### src/rtl/aes_tower_pkg.sv
// Package: field constants and elaboration-time helpers for the tower-field
// byte substitution unit. Assumes the byte field polynomial 0x11B and the
// nibble field polynomial x^4+x+1; basis-change matrices are derived here.
package aes_tower_pkg;

    localparam int BYTE_W = 8;
    localparam int NIB_W  = 4;
    localparam int MAT_W  = BYTE_W * BYTE_W;

    localparam logic [BYTE_W-1:0] FWD_AFFINE_C = 8'h63;
    localparam logic [BYTE_W-1:0] INV_AFFINE_C = 8'h05;
    localparam logic [NIB_W-1:0]  QUAD_E       = 4'he;

    // Multiply in GF(2^8) modulo x^8+x^4+x^3+x+1.
    function automatic logic [BYTE_W-1:0] gf8_mul(input logic [BYTE_W-1:0] a,
                                                  input logic [BYTE_W-1:0] b);
        logic [BYTE_W-1:0] acc;
        logic [BYTE_W-1:0] sh;
        acc = '0;
        sh  = a;
        for (int i = 0; i < BYTE_W; i++) begin
            if (b[i]) acc = acc ^ sh;
            sh = sh[7] ? ((sh << 1) ^ 8'h1b) : (sh << 1);
        end
        return acc;
    endfunction

    // Multiply in GF(2^4) modulo x^4+x+1.
    function automatic logic [NIB_W-1:0] gf16_mul(input logic [NIB_W-1:0] a,
                                                  input logic [NIB_W-1:0] b);
        logic [NIB_W-1:0] acc;
        logic [NIB_W-1:0] sh;
        acc = '0;
        sh  = a;
        for (int i = 0; i < NIB_W; i++) begin
            if (b[i]) acc = acc ^ sh;
            sh = sh[3] ? ((sh << 1) ^ 4'h3) : (sh << 1);
        end
        return acc;
    endfunction

    // Linear map: XOR of the matrix columns selected by the set bits of v.
    function automatic logic [BYTE_W-1:0] mat_apply(input logic [MAT_W-1:0] m,
                                                    input logic [BYTE_W-1:0] v);
        logic [BYTE_W-1:0] r;
        r = '0;
        for (int i = 0; i < BYTE_W; i++)
            if (v[i]) r = r ^ m[i*BYTE_W +: BYTE_W];
        return r;
    endfunction

    // Columns are byte-field images of the tower basis {w^k, w^k*X}.
    function automatic logic [MAT_W-1:0] build_tower_to_byte();
        logic [BYTE_W-1:0] w, x, e_img, p, pw;
        logic              got_w, got_x;
        logic [MAT_W-1:0]  m;
        w = '0; x = '0; got_w = 1'b0; got_x = 1'b0;
        for (int c = 2; c < 256; c++) begin
            p = BYTE_W'(c);
            if (!got_w && ((gf8_mul(gf8_mul(p, p), gf8_mul(p, p)) ^ p ^ 8'h01) == 8'h00)) begin
                w = p;
                got_w = 1'b1;
            end
        end
        e_img = '0;
        pw = 8'h01;
        for (int k = 0; k < NIB_W; k++) begin
            if (QUAD_E[k]) e_img = e_img ^ pw;
            pw = gf8_mul(pw, w);
        end
        for (int c = 2; c < 256; c++) begin
            p = BYTE_W'(c);
            if (!got_x && ((gf8_mul(p, p) ^ p ^ e_img) == 8'h00)) begin
                x = p;
                got_x = 1'b1;
            end
        end
        pw = 8'h01;
        m  = '0;
        for (int k = 0; k < NIB_W; k++) begin
            m[k*BYTE_W +: BYTE_W]           = pw;
            m[(k+NIB_W)*BYTE_W +: BYTE_W]   = gf8_mul(pw, x);
            pw = gf8_mul(pw, w);
        end
        return m;
    endfunction

    // Inverse of a bijective 8x8 map by searching the preimage of each unit vector.
    function automatic logic [MAT_W-1:0] invert_map(input logic [MAT_W-1:0] m);
        logic [MAT_W-1:0]  r;
        logic [BYTE_W-1:0] unit;
        r = '0;
        for (int i = 0; i < BYTE_W; i++) begin
            unit = BYTE_W'(1) << i;
            for (int v = 0; v < 256; v++)
                if (mat_apply(m, BYTE_W'(v)) == unit) r[i*BYTE_W +: BYTE_W] = BYTE_W'(v);
        end
        return r;
    endfunction

    localparam logic [MAT_W-1:0] TOWER_TO_BYTE = build_tower_to_byte();
    localparam logic [MAT_W-1:0] BYTE_TO_TOWER = invert_map(TOWER_TO_BYTE);

endpackage

### src/rtl/aes_tower_gf16_inv.sv
// Module: inverse of one GF(2^4) element (x^4+x+1); zero maps to zero.
// Assumes a purely combinational use; the search unrolls into a 16-way mux.
module aes_tower_gf16_inv
    import aes_tower_pkg::*;
(
    input  logic [NIB_W-1:0] nib_in,
    output logic [NIB_W-1:0] nib_inv
);

    // Select the unique partner whose product with the input is one.
    always_comb begin
        nib_inv = '0;
        for (int b = 1; b < (1 << NIB_W); b++)
            if (gf16_mul(nib_in, NIB_W'(b)) == 4'h1) nib_inv = NIB_W'(b);
    end

endmodule

### src/rtl/aes_tower_field_inv.sv
// Module: GF(2^8) multiplicative inverse through GF((2^4)^2) with X^2+X+{e}.
// Assumes the basis matrices from the package; zero maps to zero.
module aes_tower_field_inv
    import aes_tower_pkg::*;
(
    input  logic [BYTE_W-1:0] byte_in,
    output logic [BYTE_W-1:0] byte_inv
);

    logic [BYTE_W-1:0] tower;
    logic [NIB_W-1:0]  hi, lo, norm, norm_inv, res_hi, res_lo;

    // Change basis and form the norm ah^2*e + ah*al + al^2.
    always_comb begin
        tower = mat_apply(BYTE_TO_TOWER, byte_in);
        hi    = tower[BYTE_W-1:NIB_W];
        lo    = tower[NIB_W-1:0];
        norm  = gf16_mul(gf16_mul(hi, hi), QUAD_E) ^ gf16_mul(hi, lo) ^ gf16_mul(lo, lo);
    end

    aes_tower_gf16_inv u_norm_inv (
        .nib_in  (norm),
        .nib_inv (norm_inv)
    );

    // Build the two-term inverse and map it back to the byte field.
    always_comb begin
        res_hi   = gf16_mul(hi, norm_inv);
        res_lo   = gf16_mul(hi ^ lo, norm_inv);
        byte_inv = mat_apply(TOWER_TO_BYTE, {res_hi, res_lo});
    end

endmodule

### src/rtl/aes_tower_affine.sv
// Module: AES affine transform over GF(2); INVERSE selects the backward form.
// Assumes bit 0 is the least significant bit of the byte.
module aes_tower_affine
    import aes_tower_pkg::*;
#(
    parameter bit INVERSE = 1'b0
) (
    input  logic [BYTE_W-1:0] aff_in,
    output logic [BYTE_W-1:0] aff_out
);

    generate
        if (INVERSE) begin : g_backward
            for (genvar i = 0; i < BYTE_W; i++) begin : g_bit
                assign aff_out[i] = aff_in[(i+2)%BYTE_W] ^ aff_in[(i+5)%BYTE_W]
                                  ^ aff_in[(i+7)%BYTE_W] ^ INV_AFFINE_C[i];
            end
        end else begin : g_forward
            for (genvar i = 0; i < BYTE_W; i++) begin : g_bit
                assign aff_out[i] = aff_in[i] ^ aff_in[(i+4)%BYTE_W] ^ aff_in[(i+5)%BYTE_W]
                                  ^ aff_in[(i+6)%BYTE_W] ^ aff_in[(i+7)%BYTE_W]
                                  ^ FWD_AFFINE_C[i];
            end
        end
    endgenerate

endmodule

### src/rtl/aes_tower_sbox.sv
// Module: forward/inverse AES S-box with a capture register at the input.
// Assumes synchronous active-low reset; the result follows the capture edge.
module aes_tower_sbox
    import aes_tower_pkg::*;
(
    input  logic              clk,
    input  logic              rst_n,
    input  logic              in_valid,
    input  logic              in_mode,
    input  logic [BYTE_W-1:0] in_byte,
    output logic              out_valid,
    output logic [BYTE_W-1:0] out_byte
);

    logic [BYTE_W-1:0] held_byte;
    logic              held_mode;
    logic              held_valid;
    logic [BYTE_W-1:0] unaffine_byte, inv_src, inv_res, fwd_res;

    // Capture byte and mode on a strobe; valid is a one-cycle delay.
    always_ff @(posedge clk) begin
        if (!rst_n) begin
            held_byte  <= '0;
            held_mode  <= 1'b0;
            held_valid <= 1'b0;
        end else begin
            held_valid <= in_valid;
            if (in_valid) begin
                held_byte <= in_byte;
                held_mode <= in_mode;
            end
        end
    end

    aes_tower_affine #(.INVERSE(1'b1)) u_pre_affine (
        .aff_in  (held_byte),
        .aff_out (unaffine_byte)
    );

    // Inverse mode undoes the affine step before inverting.
    always_comb inv_src = held_mode ? unaffine_byte : held_byte;

    aes_tower_field_inv u_field_inv (
        .byte_in  (inv_src),
        .byte_inv (inv_res)
    );

    aes_tower_affine #(.INVERSE(1'b0)) u_post_affine (
        .aff_in  (inv_res),
        .aff_out (fwd_res)
    );

    // Forward mode applies the affine step after inverting.
    always_comb out_byte = held_mode ? inv_res : fwd_res;

    assign out_valid = held_valid;

endmodule

### config.mk
export PLATFORM = sky130hd
export DESIGN_NAME = aes_tower_sbox
export DESIGN_NICKNAME = d
export VERILOG_FILES = /design/src/rtl/aes_tower_pkg.sv /design/src/rtl/aes_tower_gf16_inv.sv /design/src/rtl/aes_tower_field_inv.sv /design/src/rtl/aes_tower_affine.sv /design/src/rtl/aes_tower_sbox.sv
export SDC_FILE = /design/constraint.sdc
export NUM_CORES = 1
export LEC_CHECK = 0
export ABC_AREA = 1
export BUFFER_PORTS_ARGS = -buffer_cell sky130_fd_sc_hd__buf_2
export CORE_MARGIN = 3
export CORE_UTILIZATION = 25
export CTS_CLUSTER_SIZE = 28
export DETAILED_ROUTE_END_ITERATION = 10
export GPL_TIMING_DRIVEN = 0
export SETUP_SLACK_MARGIN = 0.4
export SKIP_LAST_GASP = 1
export SLEW_MARGIN = 20
export SYNTH_ARGS = -nofsm -noshare
export SYNTH_HDL_FRONTEND = slang
export SYNTH_SLANG_ARGS = --single-unit
### constraint.sdc
create_clock -name clk -period 7.17 [get_ports clk]
set_clock_uncertainty 0.05 [all_clocks]
set_input_delay 2.151 -clock clk [delete_from_list [all_inputs] [get_ports clk]]
set_output_delay 2.151 -clock clk [all_outputs]
set_load 0.02 [all_outputs]
# Word level (Yosys, flattened, before mapping)
# Index checks and enable logic that the tools add are counted.
[classes] n_eq_ne=15 mux=68 bitwise=110
[op_table] operator="4-bit two-way mux" count=34
[op_table] operator="4-bit XOR" count=31
[op_table] operator="8-bit two-way mux" count=9
[op_table] operator="4-bit by 1-bit == test with 1-bit output, second input constant" count=15
[op_table] operator="1-bit XOR" count=44
[op_table] operator="2-bit NOT" count=17
[op_table] operator="2-bit two-way mux" count=15
[op_table] operator="7-bit two-way mux" count=4
[op_table] operator="6-bit two-way mux" count=3
[op_table] operator="4-bit NOT" count=3
[op_table] operator="3-bit NOT" count=3
[op_table] operator="7-bit NOT" count=1
[op_table] operator="1-bit NOT" count=6
[op_table] operator="4-bit NOT with 5-bit output" count=1
[op_table] operator="5-bit NOT" count=1
[op_table] operator="3-bit NOT with 4-bit output" count=1
[op_table] operator="4-bit NOT, first input constant" count=1
[op_table] operator="1-bit two-way mux" count=3
[op_table] operator="1-bit NOT with 2-bit output, first input constant" count=1
[totals] in_bits=12 elab_cells=196 ff_bits=10 out_inout_bits=9

# Longest topological paths before layout
# Gate-level depths: netlist of the first run.
[logic_depth] word_depth=79 ltp_mapped=59 mapped_depth_nobuf=59

# Cells and area by module
# Synthesis of the first run repeated with hierarchy kept, for this count alone.
[hier_totals] cells_unflattened=663 hier_area_um2=3404.5
[modules_own_cells] mod="aes_tower_field_inv" cells_each=325 seq_area_each_um2=0.0 area_per_inst_um2=1690.4 instances=1
[modules_own_cells] mod="aes_tower_sbox" cells_each=111 seq_area_each_um2=200.2 area_per_inst_um2=620.6 instances=1
[modules_own_cells] mod="aes_tower_gf16_inv" cells_each=100 seq_area_each_um2=0.0 area_per_inst_um2=543.0 instances=1
[modules_own_cells] mod="aes_tower_affine (u_post_affine)" cells_each=78 seq_area_each_um2=0.0 area_per_inst_um2=346.6 instances=1
[modules_own_cells] mod="aes_tower_affine (u_pre_affine)" cells_each=49 seq_area_each_um2=0.0 area_per_inst_um2=203.9 instances=1

# Worst setup path before layout of the first run
# No wires, ideal clock.
[synth_path] kind="flip-flop to output port" startpoint="register held_byte[0]" endpoint="output out_byte[7]" t_required_ps=4969 path_stages_with_launch=46 slack_ps=-413 t_arrival_ps=5382 path_cell_list="dfxtp_1 -> inv_2 -> nand2_1 -> nand2_1 -> nand2_1 -> nand2_1 -> nand2_1 -> nand2_1 -> nand2_1 -> nand2_1 -> nand2_1 -> nand2_2 -> ha_1 -> buf_2 -> inv_1 -> nand2_1 -> nand3_1 -> nand2_1 -> [10 not listed] -> nor2_1 -> inv_1 -> nand2_1 -> nand3_2 -> nand2_1 -> nor2_1 -> nand2_2 -> buf_6 -> nand2_1 -> xor2_1 -> nand3b_1 -> nand3b_1 -> nand2_2 -> xor2_2 -> inv_1 -> nand3_1 -> nand2_1 -> xnor2_1"
[synth_via] elab_chain_len=61 word_cells_on_any_way=146 classes_between="eq/ne: 15; mux: 67; bitwise: 64"
[synth_rtl] item="start, declared" line="aes_tower_sbox.sv:15" text="logic [BYTE_W-1:0] held_byte;"
[synth_rtl] item="start signal, assigned" line="aes_tower_sbox.sv:29" text="held_byte <= in_byte;"
[synth_rtl] item="1-bit XOR" line="aes_tower_affine.sv:16" text="^ aff_in[(i+7)%BYTE_W] ^ INV_AFFINE_C[i];"
[synth_rtl] item="8-bit two-way mux (*)" line="aes_tower_sbox.sv:41" text="always_comb inv_src = held_mode ? unaffine_byte : held_byte;"
[synth_rtl] item="6-bit two-way mux" line="aes_tower_pkg.sv:48" text="if (v[i]) r = r ^ m[i*BYTE_W +: BYTE_W];"
[synth_rtl] item="7-bit two-way mux (2 in a row)" line="aes_tower_pkg.sv:48"
[synth_rtl] item="4-bit NOT (no line)"
[synth_rtl] item="6-bit two-way mux" line="aes_tower_pkg.sv:48"
[synth_rtl] item="8-bit two-way mux" line="aes_tower_pkg.sv:48"
[synth_rtl] item="3-bit NOT (no line)"
[synth_rtl] item="[44 not listed]"
[synth_rtl] item="4-bit NOT (no line) or 8-bit two-way mux (tied branches)"
[synth_rtl] item="8-bit two-way mux, or another cell as far along" line="aes_tower_pkg.sv:48"
[synth_rtl] item="8-bit two-way mux (*)" line="aes_tower_pkg.sv:48"
[synth_rtl] item="1-bit XOR or 4-bit NOT (tied branches)"
[synth_rtl] item="1-bit XOR or 8-bit two-way mux (tied branches)" line="aes_tower_affine.sv:20, aes_tower_pkg.sv:48"
[synth_rtl] item="1-bit XOR or 8-bit two-way mux (tied branches)" line="aes_tower_affine.sv:21, aes_tower_pkg.sv:48"
[synth_rtl] item="1-bit XOR" line="aes_tower_affine.sv:21" text="^ aff_in[(i+6)%BYTE_W] ^ aff_in[(i+7)%BYTE_W]"
[synth_rtl] item="8-bit two-way mux (*)" line="aes_tower_sbox.sv:54" text="always_comb out_byte = held_mode ? inv_res : fwd_res;"
[synth_rtl] item="end, declared" line="aes_tower_sbox.sv:12" text="output logic [BYTE_W-1:0] out_byte"
# Mark *: on every way between the ends. The rest lies on a longest branch, timed or not.

# Final worst setup path of the first run
[layout_path] startpoint="register held_byte[7]" endpoint="output out_byte[2]"
[layout_via] elab_chain_len=64 word_cells_on_any_way=151 classes_between="eq/ne: 15; mux: 68; bitwise: 68"
[layout_rtl] item="1-bit XOR" line="aes_tower_affine.sv:15" text="assign aff_out[i] = aff_in[(i+2)%BYTE_W] ^ aff_in[(i+5)%BYTE_W]"
[layout_rtl] item="1-bit XOR" line="aes_tower_affine.sv:16"
[layout_rtl] item="1-bit NOT (no line)"
[layout_rtl] item="8-bit two-way mux (*)" line="aes_tower_sbox.sv:41"
[layout_rtl] item="7-bit two-way mux" line="aes_tower_pkg.sv:48"
[layout_rtl] item="2-bit NOT (no line)"
[layout_rtl] item="7-bit two-way mux" line="aes_tower_pkg.sv:48"
[layout_rtl] item="4-bit NOT with 5-bit output (no line)"
[layout_rtl] item="[46 not listed]"
[layout_rtl] item="4-bit NOT (no line)"
[layout_rtl] item="8-bit two-way mux" line="aes_tower_pkg.sv:48"
[layout_rtl] item="4-bit NOT (no line)"
[layout_rtl] item="8-bit two-way mux" line="aes_tower_pkg.sv:48"
[layout_rtl] item="8-bit two-way mux (*)" line="aes_tower_pkg.sv:48"
[layout_rtl] item="1-bit XOR (2 in a row)" line="aes_tower_affine.sv:20" text="assign aff_out[i] = aff_in[i] ^ aff_in[(i+4)%BYTE_W] ^ aff_in[(i+5)%BYTE_W]"
[layout_rtl] item="1-bit XOR (2 in a row)" line="aes_tower_affine.sv:21"
[layout_rtl] item="8-bit two-way mux (*)" line="aes_tower_sbox.sv:54"
# Marks and branches as above.

==> results of run 1 <==
what timing repair did:
action / in CTS / in global routing
setup endpoints to repair: 8 / 8
gates resized for setup: 90 / 113
pin swaps: 73 / 85
gates cloned: 1 / 1
setup buffers: 49 / 39
stage by stage:
step           util [%]  hold slack (ns)
2_1_floorplan         -            0.429
3_3_place_gp       29.5            0.460
3_5_place_dp       29.5            0.460
4_1_cts            35.3            0.461
5_1_grt            40.4            0.499
6_report           40.4            0.474
worst min-delay path: cells and delay by family, from the launching register on:
| family | cells | cell delay (ns) |
|---|---|---|
| DFF | 1 | 0.36 |
| buffers and inverters | 1 | 0.07 |
| AOI/OAI and AO/OA | 1 | 0.06 |
metal layers:
metal	global-route usage, %	part of all wire, %
met3	0.806	3.5
met4	0.946	0.82
met5	0	0
met2	23.6	50
met1	17.6	46
worst paths after layout:
kind,start,to,slack (ns),cells past startpoint
worst max-delay path,held_byte[7],out_byte[2],-0.62,50
worst min-delay path,held_byte[2],held_byte[2],0.47,2
worst max register to register,held_mode,held_mode,6.17,4
worst min register to register,held_byte[2],held_byte[2],0.47,2
cell type report:
cell class              count  area [µm²]  share of cell area [%]
well taps                 180         225                    3.98
inverters                  83         352                    6.22
plain buffers              10        98.8                    1.75
repair buffers            110         857                    15.2
flip-flops and latches     10         228                    4.03
multi-input cells         596        3800                    67.3
clock buffers               4        88.8                    1.57
sequential cells by signal, summed over array words and instances (netlist names):
register,cells
held_mode,1
out_valid,1
held_byte,8
logic make-up (layout without fill, tap and decap cells):
family | count (synthesis) | count (layout) | synth area share, %
adder cells (fa/ha/maj) | 9 | 9 | 3.14
buffers and inverters | 93 | 207 | 10.6
AO/OA/AOI/OAI | 44 | 44 | 6.76
XOR/XNOR | 25 | 25 | 7.35
flip-flops | 10 | 10 | 5.58
AND/OR/NAND/NOR | 518 | 518 | 66.6
cell usage in the layout, fill, tap and decap left out, drive strengths merged:
cell	count
a21boi	1
a21oi	14
buf	119
clkbuf	5
dfxtp	10
ha	9
inv	83
nand2	368
nand2b	1
nand3	101
nand3b	5
nand4	5
nor2	36
o211ai	1
o21ai	27
o21bai	1
or2	2
xnor2	13
xor2	12
==> impl_results.md, run 1 <==
* Fin. Hold Viols at 0
* Layout cells sized above 1 at a little under half
* GRT Util Overall at 12.9%
* RSZ-0062 raised after global routing: yes
* Total grt overflow at 0
* GP Congestion at between 0.8 and 0.9
* Syn Area/Cell at a little over 5 µm²
* # hold bufs at CTS at 0
* Drt wl/cell at 11.5 µm
* Top post-synthesis cells by count: 309 x nand2_1, 96 x nand3_1, 57 x inv_1
* Most area-hungry cell type in the Yosys netlist: nand2_1
* Outcome: finished, violations left
* Core area at roughly 14,000 µm²
* Warnings from Yosys at 0
* Most used cell along the critical path: nand2_4
* Syn Inst Count at about 700
* Post-detail-place hpwl at 7.58 mm
* Clk slew on worst S/H paths at ~0.040 ns
* Min-delay worst type: flip-flop to flip-flop
* Cell family with most CP delay: simple AND/OR/NAND/NOR gates
* Largest net degree at the start of global routing at 11
* Period utilization at 109%
* First-pass DRT Iterations at 6
* CTS tree: done
* Most instantiated library cell after synthesis: nand2_1
* Vias/cell at between 4 and 5
* Die Width at 126 µm
* Final Max Tran Viols at 0
* Placed insts at 899
* Die Y at roughly 130 µm
* DRC at 0
* Root Driver: clkbuf_16
* EDFF count, synth at 0
* Setup TNS at -4.28 ns
* Clk_lat worst skew at about 0.24 ns
* Initial antenna violation count at 0
* PortBufs at 20
* I/O pin total at 21
* Slew @ Worst Pin at 0.571 ns
* Sequential area share after synthesis at under 10%
* Achievable Freq at about 130 MHz
* Post-synth ARST share at 0%
* Post-synth net total at 720
* H-tree depth at 1
* N_diodes at 0
* First-pass GRT wire length at between 15 and 20 mm
* Max incr delay on CP at about 0.36 ns
* Vias in the first global route at between 4,000 and 5,000
* Final setup violation count at 8
* CP required at approximately 5.0 ns
* Placed Area at roughly 4100 µm²
* Drt first-iter violations at 281
* Critical path class: flip-flop to output pin
* Post-route cell area at ~5700 µm²
* Final WL at between 10 and 15 mm
* Area contributors post-synth: nand2_1 32%, nand3_1 13%, nand2_2 7.8%
* WP data arrival at around 5.6 ns
* Die area at about 16,000 µm²
* MaxCap Viol Count at 0
* Area share of the leading cell type in the synthesized netlist at 32.3%
* Pre-CTS setup slack at -0.948 ns
* Top_reg_cell synth: dfxtp_1
* Final Critical Period at approximately 7.8 ns
* Slew Limit Headroom at between 60 and 70%
* Netlist Area Pre-Place at approximately 3600 µm²
* Critical Path Source Type: flip-flop
* Area Overhead vs Synth at 57.4%
* Buf/Inv on CP at 9
* Worst path slowest cell: dfxtp_4
* #FFs+latches synth at 10
* Post-route insts no fill at just under 1,000
* Clk sinks at 10
* Worst Path Max Fanout at 6
* Setup slack after layout at -0.617 ns
* Via count at 4,656
* Starting density of the core at between 20% and 30%
* Fill count at approximately 1,400
* CTS Buf Count at 3
* Worst Setup End Kind: output pin
* Max Root-Sink Buffers at 2
* FP Rows at 43
* Nets at between 800 and 900
* Failing checks: setup timing
* Post-route ant nets at 0
* Yosys cell types at 35
Power of run 1 is left out: the tool's default activity adds up to more than one toggle a clock period on the data nets, which glitch-free logic cannot reach.
==> run 2, diff against run 1 <==
Clock period 7.17 ns to 8.9 ns, I/O delays scaled along.
==> run 2 against run 1 <==
Net effect:
- the run now ends clean
- register-to-register slack better by 1.8 ns
- sequential cell count stayed put
- critical path depth is 5 lower
- final cell count is 0.10% lower
- critical endpoint unchanged
- highest routed layer unchanged
==> impl_results.md, run 2 (synthesis results as in run 1) <==
* Outcome: completed (was finished, violations left)
* PortBufs at 20 (unchanged)
* Max incr delay on CP at 0.32 ns (was 0.36 ns)
* Worst Path Max Fanout at 10 (was 6)
* Final Critical Period at 8.41 ns
* Achievable Freq at approximately 120 MHz
* Crit Reg-Reg Startpoint: held_mode (unchanged)
* Slew Limit Headroom at 66.6% (was 61.8%)
* Max reg flops at 8 (unchanged)
* Total grt overflow at 0 (unchanged)
* Final WL at 11.5 mm (was 11.4 mm)
* Starting density of the core at 25.7% (unchanged)
* Final setup violation count at 0 (was 8)
* Max Root-Sink Buffers at 2 (unchanged)
* Worst path slowest cell: dfxtp_1 (was dfxtp_4)
* GRT Util Overall at 12.1% (was 12.9%)
* Clk sinks at 10 (unchanged)
* Pre-CTS setup slack at -0.176 ns (was -0.948 ns)
* Layout cells sized above 1 at 45.1% (was 47.0%)
* Most used cell along the critical path: nand2_1 (was nand2_4)
* R2R Setup Slk at 7.95 ns (was 6.17 ns)
* Post-detail-place hpwl at 7.46 mm (was 7.58 mm)
* WP data arrival at 5.69 ns (was 5.59 ns)
* Setup slack after layout at 0.495 ns (was -0.617 ns)
* H-tree depth at 1 (unchanged)
* Min-delay worst type: flip-flop to flip-flop (unchanged)
* DRC at 0 (unchanged)
* MaxCap Viol Count at 0 (unchanged)
* Nets at 834 (was 835)
* First-pass GRT wire length at 17.0 mm (was 18.0 mm)
* CTS Buf Count at 3 (unchanged)
* Slew @ Worst Pin at 0.499 ns (was 0.571 ns)
* Most common cell after layout, fill and taps aside: nand2_1 (unchanged)
* Period utilization at between 90% and 100%
* Critical path class: flip-flop to output pin (unchanged)
* Via count at 4,674 (was 4,656)
* Initial antenna violation count at 0 (unchanged)
* RSZ-0062 raised after global routing: yes (unchanged)
* Drt wl/cell at 11.6 µm (was 11.5 µm)
* FF-to-FF path depth at 4 (unchanged)
* Clk slew on worst S/H paths at 0.04 ns (about the same)
* CP required at 6.18 ns (was 4.97 ns)
* Worst Setup End Kind: output pin (unchanged)
* Fin. Hold Viols at 0 (unchanged)
* Critical R2R Capture: held_mode (unchanged)
* Critical Path Source Type: flip-flop (unchanged)
* Die Y at 126 µm (unchanged)
* Drt first-iter violations at 233 (was 281)
* Largest net degree at the start of global routing at 11 (unchanged)
* Clk_lat worst skew at 0.24 ns (about the same)
* Area Overhead vs Synth at 54.7% (was 57.4%)
* I/O pin total at 21 (unchanged)
* First-pass DRT Iterations at 6 (unchanged)
* Hold EP: held_byte[5] (was held_byte[2])
* GP Congestion at 0.884 (was 0.839)
* Hold depth at 2 (unchanged)
* Vias in the first global route at 3,910 (was 4,048)
* # hold bufs at CTS at 0 (unchanged)
* N_diodes at 0 (unchanged)
* Final Max Tran Viols at 0 (unchanged)
* CTS tree: done (unchanged)
* Hold path startpoint: held_byte[5] (was held_byte[2])
* Post-route ant nets at 0 (unchanged)
* Core area at 14,000 µm² (unchanged)
* Most frequent cells in the layout: 234 x nand2_1, 94 x nand2_2, 86 x buf_4 (was 230 x nand2_1, 90 x nand2_2, 84 x buf_4)
* Biggest register: held_byte (unchanged)
* Root Driver: clkbuf_16 (unchanged)
* Vias/cell at 4.71 (was 4.69)
* Die area at 15,800 µm² (unchanged)
* FP Rows at 43 (unchanged)
* Die Width at 126 µm (unchanged)
==> run 2: final cells by class <==
class	count	area, µm²
Buffer	10	87.6
Clock buffer	4	88.8
Fill cell	1426	8440
Inverter	83	344
Multi-Input combinational cell	596	3750
Sequential cell	10	225
Tap cell	180	225
Timing Repair Buffer	109	836
==> run 2: how the worst max path moves through the flow <==
stage | start | end | cells past startpoint
finish | held_mode | out_byte[2] | 45
global route | held_byte[7] | out_byte[0] | 51
CTS | held_byte[2] | out_byte[6] | 57
detailed placement | held_byte[7] | out_byte[6] | 51
global placement | held_byte[7] | out_byte[6] | 51
floorplan | held_byte[0] | out_byte[7] | 45
==> run 2: per-layer routing <==
metal | part of all wire [%] | up-vias | global-route usage, %
met4 | 1.2 | 0 | 1.51
met5 | 0 | - | 0
li1 | - | 2422 | -
met2 | 51 | 103 | 21.3
met3 | 3.3 | 14 | 1.31
met1 | 45 | 2135 | 16.4
==> run 2: repair_timing <==
action / CTS / global route
pin swaps: 23 / 96
endpoints found under the setup margin: 8 / 8
buffers inserted: 21 / 66
gates cloned: 0 / 2
gates resized for setup: 49 / 179
==> run 2: per-stage QoR <==
| stage | hold slack [ns] | TNS, ns | instances | utilization, % | area [µm²] |
|---|---|---|---|---|---|
| 3_5_place_dp | 0.522 | -0.608 | 899 | 28.0 | 3920 |
| 4_1_cts | 0.490 | 0 | 924 | 31.3 | 4370 |
| 5_1_grt | 0.539 | 0 | 992 | 39.7 | 5550 |
| 6_report | 0.514 | 0 | 992 | 39.7 | 5550 |
| 3_3_place_gp | 0.522 | -0.229 | 899 | 28.0 | 3920 |
| 2_1_floorplan | 0.460 | 0 | 699 | - | 3590 |
==> run 2: worst max-delay path, delay by kind of cell (launching register included) <==
family          cells  cell delay [ns]
simple gates       25             2.39
buf+inv            12             1.22
xor+xnor            2             0.33
flops               1             0.32
compound gates      3             0.37
fa+ha+maj           3             0.78
Power of run 2 is left out for the same reason.
==> run 3, diff against run 2 <==
Clock period 8.9 ns to 10.1 ns, I/O delays scaled along.
==> run 3 against run 2 <==
Net effect:
- final area decreased by 23%
- wire length decreased by 20%
- critical path depth increased by 4
- hold slack got worse by 0.0075 ns
- worst setup slack improved by 0.54 ns
- critical endpoint is now out_byte[6]
==> impl_results.md, run 3 (synthesis results as in run 1) <==
* Cell family with most CP delay: simple AND/OR/NAND/NOR gates (unchanged)
* Final Hold Slack at 0.507 ns (was 0.514 ns)
* Post-route ant nets at 0 (unchanged)
* Core area at 14,000 µm² (unchanged)
* Max reg flops at 8 (unchanged)
* Max incr delay on CP at 0.32 ns (about the same)
* Setup slack after layout at 1.04 ns (was 0.495 ns)
* WL met1 at 4.64 mm (was 5.16 mm)
* Die area at 15,800 µm² (unchanged)
* N_diodes at 0 (unchanged)
* Vias/cell at 4.56 (was 4.71)
* Most common cell after layout, fill and taps aside: nand2_1 (unchanged)
* Met3 routed WL at 315 µm (was 384 µm)
* Period utilization at roughly nine tenths
* Clk_lat worst skew at 0.24 ns (about the same)
* Achievable Freq at around 110 MHz
* Final Critical Period at 9.06 ns
* Critical Path Source: held_mode (unchanged)
* MaxCap Viol Count at 0 (unchanged)
* FP Rows at 43 (unchanged)
* GRT Util Overall at 11.5% (was 12.1%)
* Fin. Hold Viols at 0 (unchanged)
* Outcome: completed (unchanged)
* Slew Limit Headroom at 65.5% (was 66.6%)
* Worst Path Max Fanout at 10 (unchanged)
* # hold bufs at CTS at 0 (unchanged)
* RSZ-0062 raised after global routing: no (was yes)
* Drt first-iter violations at 267 (was 233)
* R2R Setup Slk at 9.11 ns (was 7.95 ns)
* Max Root-Sink Buffers at 2 (unchanged)
* Via count at 4,152 (was 4,674)
* Buf/Inv on CP at 8 (was 12)
* Clk slew on worst S/H paths at 0.05 ns (was 0.04 ns)
* Pre-CTS setup slack at 0.664 ns (was -0.176 ns)
* Slew @ Worst Pin at 0.516 ns (was 0.499 ns)
* Most used cell along the critical path: nand2_1 (unchanged)
* DRC at 0 (unchanged)
* Critical path class: flip-flop to output pin (unchanged)
* Final Max Tran Viols at 0 (unchanged)
* PortBufs at 20 (unchanged)
* Critical Path Source Type: flip-flop (unchanged)
* Nets at 753 (was 834)
* Starting density of the core at 25.7% (unchanged)
* CTS tree: done (unchanged)
* FF-to-FF path depth at 4 (unchanged)
* Layout cells sized above 1 at 24.1% (was 45.1%)
* Die Y at 126 µm (unchanged)
* Final setup violation count at 0 (unchanged)
* First-pass DRT Iterations at 7 (was 6)
* CP required at 7.02 ns (was 6.18 ns)
* Area Overhead vs Synth at 19.8% (was 54.7%)
* Total grt overflow at 0 (unchanged)
* H-tree depth at 1 (unchanged)
* Clk sinks at 10 (unchanged)
* CTS Buf Count at 3 (unchanged)
* CP Depth at 49 (was 45)
* Final WL at 9.21 mm (was 11.5 mm)
* WP data arrival at 5.98 ns (was 5.69 ns)
* Root Driver: clkbuf_16 (unchanged)
* Metal2 WL at 4.22 mm (was 5.83 mm)
* Hold path startpoint: held_byte[4] (was held_byte[5])
* Top sig layer: met4 (unchanged)
* I/O pin total at 21 (unchanged)
* Largest net degree at the start of global routing at 11 (unchanged)
* Drt wl/cell at 10.1 µm (was 11.6 µm)
* Vias in the first global route at 3,694 (was 3,910)
* GP Congestion at 0.884 (unchanged)
* Most frequent cells in the layout: 296 x nand2_1, 91 x nand3_1, 55 x inv_1 (was 234 x nand2_1, 94 x nand2_2, 86 x buf_4)
* Die Width at 126 µm (unchanged)
* Worst Setup End Kind: output pin (unchanged)
* Post-detail-place hpwl at 7.46 mm (unchanged)
* Crit Reg-Reg Startpoint: held_mode (unchanged)
* First-pass GRT wire length at 16.3 mm (was 17.0 mm)
* Hold depth at 2 (unchanged)
* Min-delay worst type: flip-flop to flip-flop (unchanged)
* Setup TNS at 0 ns (unchanged)
* Initial antenna violation count at 0 (unchanged)
* Biggest register: held_byte (unchanged)
* Worst path slowest cell: ha_4 (was dfxtp_1)
[run 3: changes by cell type in the layout (fill, tap and decap cells not counted), sizes merged]
cell,previous run,this run
buf,117,36
inv,83,82
clkinv,0,1
[run 3: worst paths after layout]
| path | end |
|---|---|
| worst max register to register | held_mode |
| worst max-delay path | out_byte[6] |
| worst min register to register | held_byte[4] |
| worst min-delay path | held_byte[4] |
[run 3: repair_timing]
| action | in CTS | in global routing |
|---|---|---|
| cloned | 0 | 0 |
| pin swaps | 0 | 12 |
| setup endpoints to repair | 1 | 8 |
| setup buffers | 0 | 8 |
| gates resized for setup | 1 | 58 |
[run 3: worst reg2reg max path, delay by kind of cell, from the launching register on]
kind / cells / cell delay [ns]
DFF: 1 / 0.29
buffers and inverters: 3 / 0.43
AOI/OAI and AO/OA: 1 / 0.09
[run 3: final cells by class]
class | count | area, µm²
inverters | 83 | 314
flip-flops and latches | 10 | 216
well taps | 180 | 225
multi-input cells | 596 | 3200
repair buffers | 28 | 178
plain buffers | 10 | 75.1
clock buffers | 4 | 88.8
fillers | 1584 | 9690
[run 3: stage by stage]
step                      util (%)  cells  area [µm²]
after floorplan                  -    699        3590
after global placement        28.0    899        3920
after detailed placement      28.0    899        3920
after CTS                     28.6    903        4010
after global routing          30.8    911        4300
final                         30.8    911        4300
[run 3: routing by layer]
metal | global-route usage, % | vias to the layer above
li1 | - | 2260
met1 | 16.2 | 1825
met2 | 19.9 | 63
met3 | 1.06 | 4
met4 | 1.07 | 0
met5 | 0 | -
Power of run 3 is left out for the same reason.
